## src/rtl/swc_pkg.sv

```systemverilog
package swc_pkg;
    localparam int CH_W  = 8;
    localparam int PAD_W = 3;
    localparam int CRC_W = 5;
    localparam int CHK_W = PAD_W + CRC_W;
    localparam int MSG_W = CH_W + PAD_W;
    localparam logic [CRC_W-1:0] CRC_POLY = 5'b10101;
    localparam logic [CRC_W-1:0] CRC_SEED = '1;

    typedef enum logic [2:0] {
        FS_IDLE,
        FS_SHIFT,
        FS_CHECK,
        FS_ACCEPT,
        FS_REJECT
    } frame_state_t;

    typedef enum logic {
        OS_HOLD,
        OS_TRACK
    } out_state_t;

    // serial CRC-5, message consumed MSB first
    function automatic logic [CRC_W-1:0] crc5_calc(input logic [MSG_W-1:0] msg);
        logic [CRC_W-1:0] r;
        logic fb;
        r = CRC_SEED;
        for (int i = MSG_W - 1; i >= 0; i--) begin
            fb = r[CRC_W-1] ^ msg[i];
            r  = {r[CRC_W-2:0], 1'b0};
            if (fb) r = r ^ CRC_POLY;
        end
        return r;
    endfunction
endpackage

```

## src/rtl/swc_sync.sv

```systemverilog
module swc_sync #(
    parameter int WIDTH = 1,
    parameter int STAGES = 2,
    parameter logic [WIDTH-1:0] RST_VAL = '0
) (
    input  logic             clk,
    input  logic             rst_n,
    input  logic [WIDTH-1:0] din,
    output logic [WIDTH-1:0] dout
);
    logic [STAGES-1:0][WIDTH-1:0] stg_q;

    always_ff @(posedge clk or negedge rst_n) begin
        if (!rst_n) begin
            for (int k = 0; k < STAGES; k++) stg_q[k] <= RST_VAL;
        end else begin
            stg_q[0] <= din;
            for (int k = 1; k < STAGES; k++) stg_q[k] <= stg_q[k-1];
        end
    end

    assign dout = stg_q[STAGES-1];
endmodule

```

## src/rtl/swc_fault.sv

```systemverilog
module swc_fault
    import swc_pkg::*;
(
    input  logic            clk,
    input  logic            rst_n,
    input  logic [CH_W-1:0] fault_in,
    input  logic            chip_hot,
    input  logic            capture,
    output logic [CH_W-1:0] flt_snap
);
    logic [CH_W-1:0] flt_q;

    always_ff @(posedge clk or negedge rst_n) begin
        if (!rst_n)       flt_q <= '0;
        else if (capture) flt_q <= fault_in;
        else              flt_q <= flt_q | fault_in;
    end

    assign flt_snap = chip_hot ? {CH_W{1'b1}} : (flt_q | fault_in);

    // a fault seen in one cycle is still held in the next
    p_fault_keep_r7: assert property (@(posedge clk) disable iff (!rst_n)
        (|fault_in) |=> ((flt_q & $past(fault_in)) == $past(fault_in)));
endmodule

```

## src/rtl/swc_frame.sv

```systemverilog
module swc_frame
    import swc_pkg::*;
(
    input  logic            clk,
    input  logic            rst_n,
    input  logic            cs_s,
    input  logic            sck_s,
    input  logic            sdi_s,
    input  logic            crc_en,
    input  logic [CH_W-1:0] flt_snap,
    input  logic            wd_err,
    input  logic            supply_low,
    input  logic            chip_hot,
    output logic            start,
    output logic            sdo,
    output logic            sdo_oe,
    output logic            cmd_ok,
    output logic            cmd_bad,
    output logic [CH_W-1:0] cmd_data
);
    localparam int WIDE_W    = CH_W + CHK_W;
    localparam int NARROW_W  = CH_W;
    localparam int WIDE_LG   = $clog2(WIDE_W);
    localparam int NARROW_LG = $clog2(NARROW_W);

    frame_state_t st_q, st_d;

    logic [WIDE_W-1:0]  sr_q;
    logic [WIDE_LG-1:0] cnt_q;
    logic               any_q;
    logic               wide_q;
    logic               sck_d;
    logic               sdo_q;

    logic               sck_rise, sck_fall;
    logic               cnt_ok, crc_ok, verdict;
    logic [PAD_W-1:0]   stat_bits;
    logic [CHK_W-1:0]   rsp_chk;
    logic [CH_W-1:0]    rx_cmd;
    logic [PAD_W-1:0]   rx_pad;
    logic [CRC_W-1:0]   rx_crc;

    assign sck_rise  = sck_s & ~sck_d;
    assign sck_fall  = ~sck_s & sck_d;
    assign stat_bits = {wd_err, supply_low, chip_hot};
    assign rsp_chk   = {stat_bits, crc5_calc({flt_snap, stat_bits})};

    assign rx_cmd = wide_q ? sr_q[WIDE_W-1 -: CH_W] : sr_q[CH_W-1:0];
    assign rx_pad = sr_q[CHK_W-1 -: PAD_W];
    assign rx_crc = sr_q[CRC_W-1:0];

    assign cnt_ok  = any_q && (wide_q ? (cnt_q == '0) : (cnt_q[NARROW_LG-1:0] == '0));
    assign crc_ok  = (rx_pad == '0) && (rx_crc == crc5_calc({rx_cmd, {PAD_W{1'b0}}}));
    assign verdict = cnt_ok && (!wide_q || crc_ok);

    // state register
    always_ff @(posedge clk or negedge rst_n) begin
        if (!rst_n) st_q <= FS_IDLE;
        else        st_q <= st_d;
    end

    // transitions
    always_comb begin
        st_d = st_q;
        unique case (st_q)
            FS_IDLE:   if (!cs_s) st_d = FS_SHIFT;
            FS_SHIFT:  if (cs_s)  st_d = FS_CHECK;
            FS_CHECK:  st_d = verdict ? FS_ACCEPT : FS_REJECT;
            FS_ACCEPT: st_d = FS_IDLE;
            FS_REJECT: st_d = FS_IDLE;
            default:   st_d = FS_IDLE;
        endcase
    end

    // shift path
    always_ff @(posedge clk or negedge rst_n) begin
        if (!rst_n) begin
            sr_q   <= '0;
            cnt_q  <= '0;
            any_q  <= 1'b0;
            wide_q <= 1'b0;
            sdo_q  <= 1'b0;
            sck_d  <= 1'b0;
        end else begin
            sck_d <= sck_s;
            unique case (st_q)
                FS_IDLE: begin
                    if (!cs_s) begin
                        wide_q <= crc_en;
                        cnt_q  <= '0;
                        any_q  <= 1'b0;
                        sdo_q  <= flt_snap[CH_W-1];
                        if (crc_en) sr_q <= {flt_snap, rsp_chk};
                        else        sr_q <= {{CHK_W{1'b0}}, flt_snap};
                    end
                end
                FS_SHIFT: begin
                    if (!cs_s) begin
                        if (sck_rise) begin
                            sr_q  <= {sr_q[WIDE_W-2:0], sdi_s};
                            cnt_q <= cnt_q + 1'b1;
                            any_q <= 1'b1;
                        end else if (sck_fall) begin
                            sdo_q <= wide_q ? sr_q[WIDE_W-1] : sr_q[NARROW_W-1];
                        end
                    end
                end
                default: ;
            endcase
        end
    end

    // outputs
    always_comb begin
        start    = (st_q == FS_IDLE) && !cs_s;
        sdo      = sdo_q;
        sdo_oe   = (st_q == FS_SHIFT);
        cmd_ok   = (st_q == FS_ACCEPT);
        cmd_bad  = (st_q == FS_REJECT);
        cmd_data = rx_cmd;
    end

    p_oe_off_r11: assert property (@(posedge clk) disable iff (!rst_n)
        cs_s |=> !sdo_oe);

    p_count_step_r1: assert property (@(posedge clk) disable iff (!rst_n)
        (st_q == FS_SHIFT && !cs_s && sck_rise) |=> (cnt_q == $past(cnt_q) + 1'b1));

    p_sdo_still_r8: assert property (@(posedge clk) disable iff (!rst_n)
        (st_q == FS_SHIFT && !sck_fall) |=> $stable(sdo_q));

    p_pad_reject_r5: assert property (@(posedge clk) disable iff (!rst_n)
        (st_q == FS_CHECK && wide_q && rx_pad != '0) |=> cmd_bad);
endmodule

```

## src/rtl/swc_outctl.sv

```systemverilog
module swc_outctl
    import swc_pkg::*;
(
    input  logic            clk,
    input  logic            rst_n,
    input  logic            en,
    input  logic            sync_s,
    input  logic            cmd_ok,
    input  logic            cmd_bad,
    input  logic [CH_W-1:0] cmd_data,
    output logic [CH_W-1:0] sw_on,
    output logic            comerr
);
    out_state_t st_q, st_d;

    logic [CH_W-1:0] cmd_q;
    logic [CH_W-1:0] out_q;
    logic            err_q;

    always_ff @(posedge clk or negedge rst_n) begin
        if (!rst_n) st_q <= OS_HOLD;
        else        st_q <= st_d;
    end

    always_comb begin
        st_d = st_q;
        unique case (st_q)
            OS_HOLD:  if (sync_s)  st_d = OS_TRACK;
            OS_TRACK: if (!sync_s) st_d = OS_HOLD;
            default:  st_d = OS_HOLD;
        endcase
    end

    always_ff @(posedge clk or negedge rst_n) begin
        if (!rst_n) begin
            cmd_q <= '0;
            out_q <= '0;
            err_q <= 1'b0;
        end else begin
            if (cmd_ok) cmd_q <= cmd_data;
            if (cmd_ok)       err_q <= 1'b0;
            else if (cmd_bad) err_q <= 1'b1;
            if (st_d == OS_TRACK) out_q <= cmd_q;
        end
    end

    genvar gi;
    generate
        for (gi = 0; gi < CH_W; gi++) begin : g_gate
            assign sw_on[gi] = en & out_q[gi];
        end
    endgenerate

    assign comerr = err_q;

    p_hold_low_r9: assert property (@(posedge clk) disable iff (!rst_n)
        !sync_s |=> $stable(out_q));

    p_cmd_keep_r5: assert property (@(posedge clk) disable iff (!rst_n)
        !cmd_ok |=> $stable(cmd_q));

    p_err_set_r2: assert property (@(posedge clk) disable iff (!rst_n)
        cmd_bad |=> comerr);

    p_err_clear_r12: assert property (@(posedge clk) disable iff (!rst_n)
        cmd_ok |=> !comerr);

    p_err_sticky_r12: assert property (@(posedge clk) disable iff (!rst_n)
        (comerr && !cmd_ok) |=> comerr);
endmodule

```

## src/rtl/sw_cmd_spi.sv

```systemverilog
module sw_cmd_spi
    import swc_pkg::*;
#(
    parameter int SYNC_STAGES = 2
) (
    input  logic            clk,
    input  logic            rst_n,
    input  logic            cs_n,
    input  logic            sck,
    input  logic            sdi,
    input  logic            crc_en,
    input  logic            sync_in,
    input  logic            en,
    input  logic [CH_W-1:0] fault_in,
    input  logic            chip_hot,
    input  logic            supply_low,
    input  logic            wd_err,
    output logic            sdo,
    output logic            sdo_oe,
    output logic            comerr,
    output logic [CH_W-1:0] sw_on
);
    logic [3:0]      pin_s;
    logic            cs_s, sck_s, sdi_s, sync_s;
    logic            start, cmd_ok, cmd_bad;
    logic [CH_W-1:0] cmd_data;
    logic [CH_W-1:0] flt_snap;

    swc_sync #(
        .WIDTH  (4),
        .STAGES (SYNC_STAGES),
        .RST_VAL(4'b1001)
    ) u_sync (
        .clk  (clk),
        .rst_n(rst_n),
        .din  ({cs_n, sck, sdi, sync_in}),
        .dout (pin_s)
    );

    assign {cs_s, sck_s, sdi_s, sync_s} = pin_s;

    swc_fault u_fault (
        .clk     (clk),
        .rst_n   (rst_n),
        .fault_in(fault_in),
        .chip_hot(chip_hot),
        .capture (start),
        .flt_snap(flt_snap)
    );

    swc_frame u_frame (
        .clk       (clk),
        .rst_n     (rst_n),
        .cs_s      (cs_s),
        .sck_s     (sck_s),
        .sdi_s     (sdi_s),
        .crc_en    (crc_en),
        .flt_snap  (flt_snap),
        .wd_err    (wd_err),
        .supply_low(supply_low),
        .chip_hot  (chip_hot),
        .start     (start),
        .sdo       (sdo),
        .sdo_oe    (sdo_oe),
        .cmd_ok    (cmd_ok),
        .cmd_bad   (cmd_bad),
        .cmd_data  (cmd_data)
    );

    swc_outctl u_out (
        .clk     (clk),
        .rst_n   (rst_n),
        .en      (en),
        .sync_s  (sync_s),
        .cmd_ok  (cmd_ok),
        .cmd_bad (cmd_bad),
        .cmd_data(cmd_data),
        .sw_on   (sw_on),
        .comerr  (comerr)
    );
endmodule

```

## config.mk

```make
export PLATFORM = sky130hd
export DESIGN_NAME = sw_cmd_spi
export DESIGN_NICKNAME = d
export VERILOG_FILES = /design/src/rtl/swc_pkg.sv /design/src/rtl/swc_sync.sv /design/src/rtl/swc_fault.sv /design/src/rtl/swc_frame.sv /design/src/rtl/swc_outctl.sv /design/src/rtl/sw_cmd_spi.sv
export SDC_FILE = /design/constraint.sdc
export NUM_CORES = 1
export LEC_CHECK = 0
export CAP_MARGIN = 20
export CORE_ASPECT_RATIO = 1.1
export CORE_UTILIZATION = 58
export DETAILED_ROUTE_END_ITERATION = 6
export PLACE_DENSITY_LB_ADDON = 0.25
export SLEW_MARGIN = 0
export SYNTH_ARGS = -nofsm -noshare
export SYNTH_HDL_FRONTEND = slang
export SYNTH_SLANG_ARGS = --single-unit
```

## constraint.sdc

```tcl
create_clock -name clk -period 2.97 [get_ports clk]
set_clock_uncertainty 0.15 [all_clocks]
set_input_delay 0.4455 -clock clk [delete_from_list [all_inputs] [get_ports clk]]
set_output_delay 0.4455 -clock clk [all_outputs]
set_load 0.005 [all_outputs]
```

## After elaboration in Yosys (flattened, before gate mapping)

Index checks and enable logic that the tools add are counted.

- Register bits after elaboration: 60
- Input bits: 19
- Output and inout port bits: 11
- Logic and storage cells: 145

- Add/subtract/negate cells: 1
- Eq/ne operators: 11
- Muxes and demuxes: 52
- Bitwise gates (word level): 51
- Reductions and logical operators: 17

Operators with widths:

| cell | count |
|---|---|
| 5-bit two-way mux | 22 |
| 16-bit two-way mux | 4 |
| 3-bit NOT | 20 |
| 16-bit case mux with 2 select lines | 1 |
| 8-bit two-way mux | 3 |
| 1-bit XOR | 17 |
| 1-bit two-way mux | 12 |
| 4-bit two-way mux | 3 |
| 1-bit AND | 10 |
| 3-bit zero test | 3 |
| 3-bit two-way mux | 3 |
| 3-bit case mux with 3 select lines | 1 |
| 8-bit OR | 1 |
| 4-bit case mux with 2 select lines | 1 |
| 3-bit by 2-bit == test with 1-bit output, second input constant | 2 |
| 2-bit by 1-bit inequality test with 1-bit output, second input constant | 3 |
| 2-bit inequality test, second input constant | 3 |
| 5-bit == test | 1 |
| 5-bit AND reduction | 1 |
| 4-bit by 1-bit adder with 4-bit output, second input constant | 1 |
| 1-bit logical AND | 4 |
| 4-bit zero test | 1 |
| 1-bit case mux with 2 select lines | 2 |
| 2-bit AND reduction | 2 |
| 7 further kinds | 11 |

## Logic depth before layout (Yosys ltp)

Gate-level depths: netlist of the first run.

- Depth after elaboration: 28
- Mapped depth: 9
- Mapped depth without buffers: 7

## Cells and area by module

A second synthesis of the first run with hierarchy kept.

- Cell total of the unflattened synthesis: 292
- Area total of the unflattened synthesis: 3258.1 um^2

By module, submodules not included:

| module | instances | cells each | area an instance (um^2) | seq. area each (um^2) |
|---|---|---|---|---|
| swc_frame | 1 | 211 | 1960.6 | 675.6 |
| swc_outctl | 1 | 44 | 748.2 | 425.4 |
| swc_fault | 1 | 25 | 314.1 | 200.2 |
| swc_sync | 1 | 12 | 235.2 | 205.2 |

## Worst setup path after synthesis of the first run

OpenSTA, ideal clock, no wires.

- Path kind: register -> register
- Start: register u_frame.sr_q[13]
- End: register u_frame.st_q[0]
- Library setup time: 78 ps
- Arrival: 2156 ps
- Data required time: 2742 ps
- Path slack: 586 ps
- Cell stages (with the launch flop): 8
- Buffers on the path: 0
- Period minus slack after synthesis: 2384 ps
- Cell sequence: dfrtp_1 -> xnor3_1 -> xnor2_1 -> a21oi_1 -> xnor2_1 -> or4b_1 -> or3_1 -> a21oi_1

- Cells in the longest elaborated chain, start to end: 23
- Elaborated cells on any way between the ends: 29
- Classes of those cells: eq/ne (1); mux (12); bitwise (13); reduce/logical (3)

RTL lines:

| element | line | text |
|---|---|---|
| start: declaration | swc_frame.sv:28 | `logic [WIDE_W-1:0] sr_q;` |
| start signal: assignment | swc_frame.sv:93 | `if (crc_en) sr_q <= {flt_snap, rsp_chk};` |
| start signal: assignment | swc_frame.sv:94 | `else sr_q <= {{CHK_W{1'b0}}, flt_snap};` |
| start signal: assignment | swc_frame.sv:100 | `sr_q <= {sr_q[WIDE_W-2:0], sdi_s};` |
| 8-bit two-way mux (*) | swc_frame.sv:48 | `assign rx_cmd = wide_q ? sr_q[WIDE_W-1 -: CH_W] : sr_q[CH_W-1:0];` |
| 1-bit XOR (*) | swc_pkg.sv:29 | `fb = r[CRC_W-1] ^ msg[i];` |
| 5-bit two-way mux (*) | swc_pkg.sv:31 | `if (fb) r = r ^ CRC_POLY;` |
| 1-bit XOR | swc_pkg.sv:29 |  |
| 5-bit two-way mux (*) | swc_pkg.sv:31 |  |
| 1-bit XOR | swc_pkg.sv:29 |  |
| 5-bit two-way mux (*) | swc_pkg.sv:31 |  |
| 1-bit XOR | swc_pkg.sv:29 |  |
| [... 6 more ...] | -- |  |
| 3-bit NOT (no line) / 5-bit two-way mux (equally long branches) | -- |  |
| 5-bit two-way mux (*) (2 in series) | swc_pkg.sv:31 |  |
| 5-bit == test (*) | swc_frame.sv:53 | `assign crc_ok = (rx_pad == '0) && (rx_crc == crc5_calc({rx_cmd, {PAD_W{1'b0}}}));` |
| 1-bit logical AND (*) | swc_frame.sv:53 |  |
| 1-bit logical OR (*) | swc_frame.sv:54 | `assign verdict = cnt_ok && (!wide_q \|\| crc_ok);` |
| 1-bit logical AND (*) | swc_frame.sv:54 |  |
| 3-bit two-way mux (*) | swc_frame.sv:68 | `FS_CHECK: st_d = verdict ? FS_ACCEPT : FS_REJECT;` |
| 3-bit case mux with 3 select lines (*) | swc_frame.sv:65 | `unique case (st_q)` |
| end signal: assignment | swc_frame.sv:59 | `else st_q <= st_d;` |
| end: declaration | swc_frame.sv:26 | `frame_state_t st_q, st_d;` |

Mark *: on every way between the ends. The rest lies on a longest branch, timed or not.
A chain may end at the register's enable or synchronous reset.

## Final worst setup path of the first run

- Start: register u_frame.sr_q[13]
- End: register u_frame.st_q[1]

Same word-level chain as after synthesis.

==> results of run 1 <==
-- routing by layer --
metal | global-route usage (%) | vias up
li1 | - | 1225
met1 | 31.17 | 1169
met2 | 41.55 | 57
met3 | 6.328 | 6
met4 | 8.654 | 0
met5 | 0 | -
-- flip-flops by register name, summed over array words and instances, names as in the netlist --
signal          count
u_fault.flt_q       8
u_frame.any_q       1
u_frame.cnt_q       4
u_frame.sck_d       1
u_frame.sdo         1
u_frame.sr_q       16
u_frame.st_q        3
u_frame.wide_q      1
u_out.cmd_q         8
u_out.comerr        1
u_out.out_q         8
u_sync.dout         4
u_sync.stg_q        4
-- Yosys cell counts (all sizes together) (2+ instances only) --
cell	number	area [µm²]
or4	2	15.01
a211oi	4	30.03
xnor2	28	252.8
a21oi	29	145.1
o21ai	20	100.1
nor4	2	18.77
a31oi	2	12.51
and2	8	50.05
ha	2	25.02
buf	6	41.28
mux2i	14	140.1
nand2	30	112.6
dfrtp	56	1401
mux2	9	101.4
a21o	9	67.56
nand3b	2	15.01
nand4	2	12.51
xor2	5	43.79
nand3	3	15.01
clkbuf	16	60.06
inv	5	18.77
o22ai	2	12.51
nor2	34	127.6
xnor3	6	135.1
dfstp	4	105.1
nor3	17	85.08
nand2b	3	18.77
-- power by group through the flow --
stage / Clock [W] / Combinational (W) / Sequential, W
floorplan: 0 / 0.00127 / 0.00120
global placement: 0 / 0.00141 / 0.00136
detailed placement: 0 / 0.00145 / 0.00137
CTS: 0.000822 / 0.00147 / 0.00136
global route: 0.000859 / 0.00161 / 0.00139
finish: 0.000810 / 0.00146 / 0.00136
-- cells by family after synthesis --
kind of cell | share of synthesized area [%]
AO/OA/AOI/OAI | 12.43
XOR/XNOR | 13.76
adder cells (fa/ha/maj) | 0.7557
buffers and inverters | 3.628
flip-flops | 45.50
multiplexers | 7.294
AND/OR/NAND/NOR | 16.63
-- worst max-delay path by stage --
stage / startpoint / endpoint / slack [ps] / depth (start not counted)
floorplan: u_frame.sr_q[13]$_DFFE_PN0P_ / u_frame.st_q[0]$_DFFE_PN0P_ / 590 / 7
global placement: fault_in[5] / u_frame.sr_q[1]$_DFFE_PN0P_ / 340 / 8
detailed placement: chip_hot / u_frame.sr_q[1]$_DFFE_PN0P_ / 280 / 6
CTS: u_frame.sr_q[13]$_DFFE_PN0P_ / u_frame.st_q[1]$_DFFE_PN0P_ / 320 / 7
global route: u_frame.sr_q[13]$_DFFE_PN0P_ / u_frame.st_q[0]$_DFFE_PN0P_ / 150 / 7
finish: u_frame.sr_q[13]$_DFFE_PN0P_ / u_frame.st_q[1]$_DFFE_PN0P_ / 290 / 7
-- final cells by class --
cell class / instances / area [µm²] / share of cell area (%)
Inverter: 5 / 18.77 / 0.4820
Clock buffer: 12 / 145.1 / 3.728
Multi-Input combinational cell: 249 / 1684 / 43.25
Tap cell: 75 / 93.84 / 2.410
Sequential cell: 60 / 1506 / 38.69
Clock inverter: 4 / 72.57 / 1.864
Timing Repair Buffer: 39 / 372.9 / 9.576
-- stage by stage --
step / setup WS (ps) / power, W
after global placement: 337.0 / 0.002766
after CTS: 321.5 / 0.003644
after detailed placement: 278.6 / 0.002822
final: 291.8 / 0.003628
after global routing: 153.5 / 0.003857
after floorplan: 585.9 / 0.002471
-- layout by cell type, fill, tap and decap left out, types with 2 or more instances in the layout --
cell	instances
xnor3_1	6
nor2_1	34
mux2_2	9
inv_1	5
nand3b_1	2
dfstp_2	4
clkbuf_1	2
or4_1	2
xor2_1	5
and2_1	8
o21ai_1	5
ha_1	2
a21o_1	9
clkbuf_8	10
nand2_1	30
nand3_1	3
o21ai_0	15
o22ai_1	2
a21oi_1	29
a211oi_1	4
dfrtp_1	56
buf_4	9
clkdlybuf4s50_1	28
a31oi_1	2
bufinv_16	2
nand2b_1	3
nand4_1	2
xnor2_1	27
mux2i_1	14
nor3_1	17
==> results by group, run 1 <==
Drt
  – Met1 Wirelength: between 2000 and 3000 µm
  – Drt drc: 0
  – Final antenna-violating net count: 0
  – Via density: 5.534
  – Highest Signal Layer: met4
  – Total number of vias: 2457
  – Drt initial violations: 90
  – Met2 WL post-DR: ~3400 µm
  – Initial DRT Pass Iterations: 4
  – Routed WL per cell: between 15 and 20 µm
  – Drt total wl: 6663 µm
  – Metal3 WL: roughly 320 µm

STA
  – Measured slew at the worst slew-check pin: between 600 and 700 ps
  – Final Hold Viols: 24
  – RSZ-0062 raised after global routing: no
  – Final setup viols: 0
  – Setup TNS: 0 ps
  – Worst hold slack: -22.16 ps
  – F_max: roughly 370 MHz
  – Slew Limit Headroom: a little over half
  – Crit share post-route: 90.18%
  – Pins over their slew limit: 0
  – Final Critical Period: 2678 ps

Power
  – Power share of the combinational group: around two fifths
  – Internal power: between 0.002 and 0.0025 W
  – Clk pwr share: around 22%
  – Pwr dens: roughly 930 mW/mm²
  – Reg power frac: a little under two fifths
  – Leakage power: around 1.7 nW
  – Max IR drop VDD: roughly 560 µV
  – Net Sw Frac: ~34%
  – Switching power of the nets: 0.001236 W

Worst setup path
  – Slowest CP cell: xnor3_1
  – Crit-path leading delay family: simple AND/OR/NAND/NOR gates
  – Critical path buffer and inverter count: 0
  – Startpoint Class: flip-flop
  – CP Class: flip-flop to flip-flop
  – Nature of the critical path endpoint: flip-flop
  – Reg2reg path depth: 7
  – Critical path required time: between 3000 and 4000 ps
  – Crit path arrival time: approximately 2800 ps
  – R2R setup slack: just under 300 ps
  – Worst r2r src: u_frame.sr_q[13]$_DFFE_PN0P_
  – Worst R2R End: u_frame.st_q[1]$_DFFE_PN0P_
  – Crit-path max cell delay: 490 ps
  – Worst-path fanout max: 5
  – Worst path cell trace: xnor3_1 > xnor2_1 > a21oi_1 > xnor2_1 > or4b_1 > or3_1 > a21oi_1

Floorplan
  – Die area: around 0.006 mm²
  – Die Span Y: slightly above 80 µm
  – Starting density of the core: roughly 61%
  – IO Pins: 30
  – Core Area: between 0.005 and 0.006 mm²
  – Row count: 28
  – Die width: between 70 and 80 µm

Placed design
  – IO Port Bufs: 29
  – Cells after DPL: around 430
  – Post-DP Area: 0.003676 mm²
  – GPL Wtd Cong: roughly 0.9
  – Dpl hpwl: roughly 4800 µm

Clocking
  – Num CTS Buffers: 9
  – Clock sinks: 60
  – Max Root-Sink Buffers: 2
  – Post-CTS setup buffer count: 0
  – CTS root buffer: clkbuf_8
  – CTS tree: built
  – H-tree Lvls: 3
  – Post-CTS sizing: 0
  – Clk Latency, worst-skew pair: 350 ps
  – Hold-fix buffers, CTS: 0
  – Reg clk slew, reported paths: 70 ps

Yosys
  – Sequential area share after synthesis: a little under half
  – Dominant synthesized flop cell: dfrtp_1
  – EDFF count, synth: 0
  – Mapped Cells: 336
  – Synthesized net count: approximately 360
  – FFs w/ async S/R, synth: 100.0%
  – Synthesized cell area: ~0.0033 mm²
  – Synthesis Warnings: 0
  – Synthesized area per cell: 9.853 µm²
  – Seq cells post-synth: 60
  – Distinct cell type count after synthesis: 48

Final layout
  – ANT cells: 0
  – Final Util: 71.71%
  – Area Overhead vs Synth: 17.61%
  – Filler Cell Count: 416
  – Share of layout cells above drive strength 1: between 10% and 20%
  – Layout Cell Area excl Fill: between 0.003 and 0.004 mm²
  – Fin nets: roughly 390
  – Fin cells: 444

GRT
  – First-pass GRT wire length: between 10000 and 15000 µm
  – Vias in the first global route: between 2000 and 2500
  – Largest net degree at the start of global routing: 33
  – Initial antenna violation count: 0
  – GR Overflow Total: 0
  – Tot GR Track Use: 24.89%

Worst hold path
  – Hold Crit Class: primary input to asynchronous set/reset pin

Run status
  – Failing checks: negative hold slack
  – Status: complete, but fails checks

Job
  – Max-Cap Viols: 0
(Power assumes the default switching activity.)
==> run 2, diff against run 1 <==
- CORE_UTILIZATION: 58 -> 50
==> results by group, run 2 (synthesis results as in run 1) <==
Run status
  – Status: finished clean (was complete, but fails checks)

Drt
  – Drt total wl: 6580 µm (was 6663 µm)
  – Drt initial violations: 133 (was 90)
  – Total number of vias: 2469 (was 2457)
  – Routed WL per cell: 14.62 µm (was 15.01 µm)
  – Initial DRT Pass Iterations: 4 (unchanged)
  – Final antenna-violating net count: 0 (unchanged)
  – Drt drc: 0 (unchanged)
  – Via density: 5.487 (was 5.534)

Worst setup path
  – Crit path arrival time: 2690 ps (was 2800 ps)
  – Startpoint Class: flip-flop (unchanged)
  – Worst-path fanout max: 5 (unchanged)
  – Nature of the critical path endpoint: flip-flop (unchanged)
  – CP Class: flip-flop to flip-flop (unchanged)
  – Critical path required time: 3080 ps (was 3090 ps)

Clocking
  – Hold-fix buffers, CTS: 0 (unchanged)
  – Post-CTS sizing: 0 (unchanged)
  – H-tree Lvls: 3 (unchanged)
  – Max Root-Sink Buffers: 2 (unchanged)
  – Reg clk slew, reported paths: 60 ps (was 70 ps)
  – Clock sinks: 60 (unchanged)
  – CTS tree: built (unchanged)
  – Post-CTS setup buffer count: 0 (unchanged)
  – Num CTS Buffers: 9 (unchanged)
  – CTS root buffer: clkbuf_8 (unchanged)
  – Clk Latency, worst-skew pair: 340 ps (was 350 ps)

Final layout
  – ANT cells: 0 (unchanged)
  – Fin nets: 386 (was 385)
  – Area Overhead vs Synth: 16.21% (was 17.61%)
  – Most flops, register: u_frame.sr_q (unchanged)
  – Multi-input gate area in the final layout: 0.001684 mm² (unchanged)
  – Final Util: 61.38% (was 71.71%)
  – Most common cell after layout, fill and taps aside: dfrtp_1 (unchanged)
  – Max reg flops: 16 (unchanged)
  – Filler Cell Count: 551 (was 416)
  – Most frequent cells in the layout: 56 x dfrtp_1, 34 x nor2_1, 30 x nand2_1, 29 x a21oi_1, 28 x clkdlybuf4s50_1 (unchanged)
  – Storage element area: 0.001506 mm² (unchanged)
  – Share of layout cells above drive strength 1: 11.35% (was 11.11%)

Power
  – Reg power frac: 39.7% (was 37.4%)
  – Internal power: 0.002217 W (was 0.002392 W)
  – Max IR drop VDD: 551.5 µV (was 559.4 µV)
  – Switching power of the nets: 0.001204 W (was 0.001236 W)
  – Leakage power: 1.628 nW (was 1.652 nW)
  – Power share of the combinational group: 41.8% (was 40.3%)
  – Net Sw Frac: 35.19% (was 34.07%)
  – Clk pwr share: 18.5% (was 22.3%)
  – Pwr dens: 889.2 mW/mm² (was 931.7 mW/mm²)

STA
  – Final Hold Viols: 0 (was 24)
  – Final setup viols: 0 (unchanged)
  – RSZ-0062 raised after global routing: no (unchanged)
  – Crit share post-route: 86.86% (was 90.18%)
  – Setup TNS: 0 ps (unchanged)
  – Final Critical Period: 2580 ps (was 2678 ps)
  – Pins over their slew limit: 0 (unchanged)
  – Worst hold slack: 19.97 ps (was -22.16 ps)
  – Slew Limit Headroom: 51.14% (was 54.60%)
  – Measured slew at the worst slew-check pin: 732.8 ps (was 680.9 ps)
  – F_max: 387.7 MHz (was 373.4 MHz)

Floorplan
  – IO Pins: 30 (unchanged)
  – Die width: 79.59 µm (was 74.04 µm)
  – Die area: 0.006951 mm² (was 0.006015 mm²)
  – Row count: 30 (was 28)
  – Core Area: 0.006269 mm² (was 0.005430 mm²)
  – Starting density of the core: 52.81% (was 60.97%)
  – Die Span Y: 87.34 µm (was 81.24 µm)

Worst hold path
  – Hold Crit Class: primary input to asynchronous set/reset pin (unchanged)

GRT
  – GR Overflow Total: 0 (unchanged)
  – Tot GR Track Use: 21.45% (was 24.89%)
  – Largest net degree at the start of global routing: 35 (was 33)
  – Initial antenna violation count: 0 (unchanged)
  – First-pass GRT wire length: 11220 µm (was 10950 µm)
  – Vias in the first global route: 2375 (was 2299)

Placed design
  – Dpl hpwl: 4797 µm (was 4807 µm)
  – GPL Wtd Cong: 0.8787 (was 0.8984)
  – IO Port Bufs: 29 (unchanged)

Job
  – Max-Cap Viols: 0 (unchanged)
==> run 2: final cells by class <==
type | count | share of cell area, %
Clock buffer | 12 | 3.772
Clock inverter | 4 | 0.6504
Inverter | 5 | 0.4878
Multi-Input combinational cell | 249 | 43.77
Sequential cell | 60 | 39.15
Tap cell | 80 | 2.602
Timing Repair Buffer | 40 | 9.561
==> run 2: path summary, 6_finish.rpt <==
| kind | depth (start not counted) | to | slack (ps) | start |
|---|---|---|---|---|
| worst min register to register | 0 | u_sync.dout[2]$_DFF_PN0_ | 200 | u_sync.stg_q[2]$_DFF_PN0_ |
| worst max register to register | 7 | u_frame.st_q[1]$_DFFE_PN0P_ | 390 | u_frame.sr_q[13]$_DFFE_PN0P_ |
| max in group asynchronous | 2 | u_frame.wide_q$_DFFE_PN0P_ | 1930 | rst_n |
| worst max-delay path | 7 | u_frame.st_q[1]$_DFFE_PN0P_ | 390 | u_frame.sr_q[13]$_DFFE_PN0P_ |
| worst min-delay path | 1 | u_out.out_q[7]$_DFFE_PN0P_ | 20 | rst_n |
| min in group clk | 0 | u_sync.dout[2]$_DFF_PN0_ | 200 | u_sync.stg_q[2]$_DFF_PN0_ |
==> run 2: worst max-delay path, cell delays in order (launching register included) <==
cell and delay (ps):
dfrtp_1 430, xnor3_1 460, xnor2_1 140, a21oi_1 180, xnor2_1 130, or4b_1 470
or3_1 390, a21oi_1 150
==> run 2: layer usage <==
metal	vias to the layer above	part of all wire (%)	track usage [%]
met5	-	0	0
met2	53	49	34.03
met1	1187	45	28.28
li1	1219	-	-
met4	0	1.3	10.25
met3	10	4.1	3.979
==> run 2: metrics by stage <==
step	setup WS (ps)	power [W]	instance area, µm²	cells
after detailed placement	262.7	0.002807	3677	434
after floorplan	585.9	0.002471	3311	336
final	390.4	0.003421	3847	450
after global routing	193.9	0.003675	3847	450
after global placement	348.1	0.002764	3677	434
after CTS	382.7	0.003455	3847	450
==> run 2: power by group through the flow <==
| stage | logic [W] | clock network (W) | registers [W] |
|---|---|---|---|
| floorplan | 0.00127 | 0 | 0.00120 |
| global placement | 0.00140 | 0 | 0.00136 |
| detailed placement | 0.00143 | 0 | 0.00138 |
| CTS | 0.00145 | 0.000647 | 0.00136 |
| global route | 0.00158 | 0.000695 | 0.00140 |
| finish | 0.00143 | 0.000633 | 0.00136 |
==> run 3, diff against run 2 <==
- CORE_UTILIZATION: 50 -> 30
==> results by group, run 3 (synthesis results as in run 1) <==
STA
  – Measured slew at the worst slew-check pin: 809.5 ps (was 732.8 ps)
  – Worst hold slack: 29.86 ps (was 19.97 ps)
  – Final Hold Viols: 0 (unchanged)
  – Crit share post-route: 88.87% (was 86.86%)
  – RSZ-0062 raised after global routing: no (unchanged)
  – Slew Limit Headroom: 46.03% (was 51.14%)
  – Pins over their slew limit: 0 (unchanged)
  – Setup TNS: 0 ps (unchanged)
  – Final setup viols: 0 (unchanged)
  – Final Critical Period: 2639 ps (was 2580 ps)
  – F_max: 378.9 MHz (was 387.7 MHz)

Drt
  – Total number of vias: 2440 (was 2469)
  – Initial DRT Pass Iterations: 4 (unchanged)
  – Final antenna-violating net count: 0 (unchanged)
  – Drt drc: 0 (unchanged)
  – Drt initial violations: 94 (was 133)
  – Routed WL per cell: 13.73 µm (was 14.62 µm)
  – Drt total wl: 7042 µm (was 6580 µm)
  – Via density: 4.756 (was 5.487)

Final layout
  – Filler Cell Count: 1088 (was 551)
  – Max reg flops: 16 (unchanged)
  – ANT cells: 0 (unchanged)
  – Storage element area: 0.001506 mm² (unchanged)
  – Most frequent cells in the layout: 56 x dfrtp_1, 34 x nor2_1, 30 x nand2_1, 29 x a21oi_1, 28 x clkdlybuf4s50_1 (unchanged)
  – Share of layout cells above drive strength 1: 11.89% (was 11.35%)
  – Multi-input gate area in the final layout: 0.001684 mm² (unchanged)
  – Area Overhead vs Synth: 23.28% (was 16.21%)
  – Fin nets: 387 (was 386)
  – Most common cell after layout, fill and taps aside: dfrtp_1 (unchanged)
  – Most flops, register: u_frame.sr_q (unchanged)

Clocking
  – Hold-fix buffers, CTS: 0 (unchanged)
  – H-tree Lvls: 3 (unchanged)
  – CTS root buffer: clkbuf_16 (was clkbuf_8)
  – CTS tree: built (unchanged)
  – Clk Latency, worst-skew pair: 330 ps (was 340 ps)
  – Post-CTS setup buffer count: 0 (unchanged)
  – Reg clk slew, reported paths: 50 ps (was 60 ps)
  – Post-CTS sizing: 0 (unchanged)
  – Clock sinks: 60 (unchanged)
  – Num CTS Buffers: 9 (unchanged)
  – Max Root-Sink Buffers: 2 (unchanged)

Power
  – Switching power of the nets: 0.001270 W (was 0.001204 W)
  – Net Sw Frac: 32.57% (was 35.19%)
  – Reg power frac: 35.0% (was 39.7%)
  – Pwr dens: 955.4 mW/mm² (was 889.2 mW/mm²)
  – Max IR drop VDD: 362.1 µV (was 551.5 µV)
  – Pwr Total: 0.003899 W (was 0.003421 W)
  – Power share of the combinational group: 37.3% (was 41.8%)
  – Clk pwr share: 27.6% (was 18.5%)
  – Internal power: 0.002629 W (was 0.002217 W)
  – Leakage power: 1.709 nW (was 1.628 nW)

Worst setup path
  – R2R setup slack: 410 ps (was 390 ps)
  – Worst-path fanout max: 8 (was 5)
  – Reg2reg path depth: 7 (unchanged)
  – Worst path cell trace: nor2_1 > nand2_1 > inv_1 > clkdlybuf4s50_1 (was xnor3_1 > xnor2_1 > a21oi_1 > xnor2_1 > or4b_1 > or3_1 > a21oi_1)
  – Critical path required time: 2370 ps (was 3080 ps)
  – Crit-path max cell delay: 550 ps (was 470 ps)
  – Nature of the critical path endpoint: output pin (was flip-flop)
  – Worst r2r src: u_frame.sr_q[4]$_DFFE_PN0P_ (was u_frame.sr_q[13]$_DFFE_PN0P_)
  – Crit path arrival time: 2040 ps (was 2690 ps)
  – Worst R2R End: u_frame.st_q[0]$_DFFE_PN0P_ (was u_frame.st_q[1]$_DFFE_PN0P_)
  – CP Class: flip-flop to output pin (was flip-flop to flip-flop)
  – Startpoint Class: flip-flop (unchanged)
  – Slowest CP cell: clkdlybuf4s50_1 (was or4b_1)

Floorplan
  – Row count: 39 (was 30)
  – Core Area: 0.01054 mm² (was 0.006269 mm²)
  – Die area: 0.01146 mm² (was 0.006951 mm²)
  – Die Span Y: 112.2 µm (was 87.34 µm)
  – Die width: 102.2 µm (was 79.59 µm)
  – IO Pins: 30 (unchanged)
  – Starting density of the core: 31.41% (was 52.81%)

Run status
  – Status: finished clean (unchanged)

GRT
  – Tot GR Track Use: 13.82% (was 21.45%)
  – Vias in the first global route: 2425 (was 2375)
  – Initial antenna violation count: 0 (unchanged)
  – GR Overflow Total: 0 (unchanged)
  – First-pass GRT wire length: 11940 µm (was 11220 µm)
  – Largest net degree at the start of global routing: 32 (was 35)

Placed design
  – GPL Wtd Cong: 0.7877 (was 0.8787)
  – Dpl hpwl: 5111 µm (was 4797 µm)
  – IO Port Bufs: 29 (unchanged)

Job
  – Max-Cap Viols: 0 (unchanged)

Worst hold path
  – Hold Crit Class: primary input to asynchronous set/reset pin (unchanged)
==> run 3: metal layers <==
| metal | global-route usage, % | share of wire [%] |
|---|---|---|
| met2 | 21.21 | 47 |
| met3 | 4.172 | 4.1 |
| met5 | 0 | 0 |
| met1 | 17.98 | 48 |
| met4 | 5.810 | 1.0 |
==> run 3: stage by stage <==
| step | util (%) | area (µm²) | worst slack, ps | cells |
|---|---|---|---|---|
| 2_1_floorplan | - | 3311 | 585.9 | 336 |
| 3_3_place_gp | 35.83 | 3776 | 339.7 | 498 |
| 3_5_place_dp | 35.83 | 3776 | 286.8 | 498 |
| 4_1_cts | 38.72 | 4081 | 323.3 | 513 |
| 5_1_grt | 38.72 | 4081 | 191.6 | 513 |
| 6_report | 38.72 | 4081 | 330.7 | 513 |
==> run 3: worst max-delay path, delay by kind of cell, from the launching register on <==
kind	cells	cell delay, ps
AND/OR/NAND/NOR	2	410
buffers and inverters	2	830
flip-flops	1	470
==> run 3: area by class of cell <==
class,instances,share of cell area [%]
clock buffer,9,5.518
clock inverter,6,1.962
multi-input combinational,249,41.26
timing repair buffer,41,9.503
tap,143,4.384
sequential,60,36.91
inverter,5,0.4598
==> run 3: worst max path at each step <==
stage | from | cells past startpoint | end
2_1_floorplan | u_frame.sr_q[13]$_DFFE_PN0P_ | 7 | u_frame.st_q[0]$_DFFE_PN0P_
3_3_place_gp | fault_in[5] | 8 | u_frame.sr_q[1]$_DFFE_PN0P_
3_5_place_dp | fault_in[3] | 8 | u_frame.sr_q[4]$_DFFE_PN0P_
4_1_cts | u_frame.st_q[1]$_DFFE_PN0P_ | 4 | sdo_oe
5_1_grt | u_frame.st_q[1]$_DFFE_PN0P_ | 4 | sdo_oe
6_report | u_frame.st_q[1]$_DFFE_PN0P_ | 4 | sdo_oe
==> run 3: power groups by stage <==
stage | logic (W) | clock network [W] | registers (W)
2_1_floorplan | 0.00127 | 0 | 0.00120
3_3_place_gp | 0.00144 | 0 | 0.00137
3_5_place_dp | 0.00146 | 0 | 0.00138
4_1_cts | 0.00147 | 0.00111 | 0.00137
5_1_grt | 0.00163 | 0.00115 | 0.00141
6_report | 0.00146 | 0.00108 | 0.00137
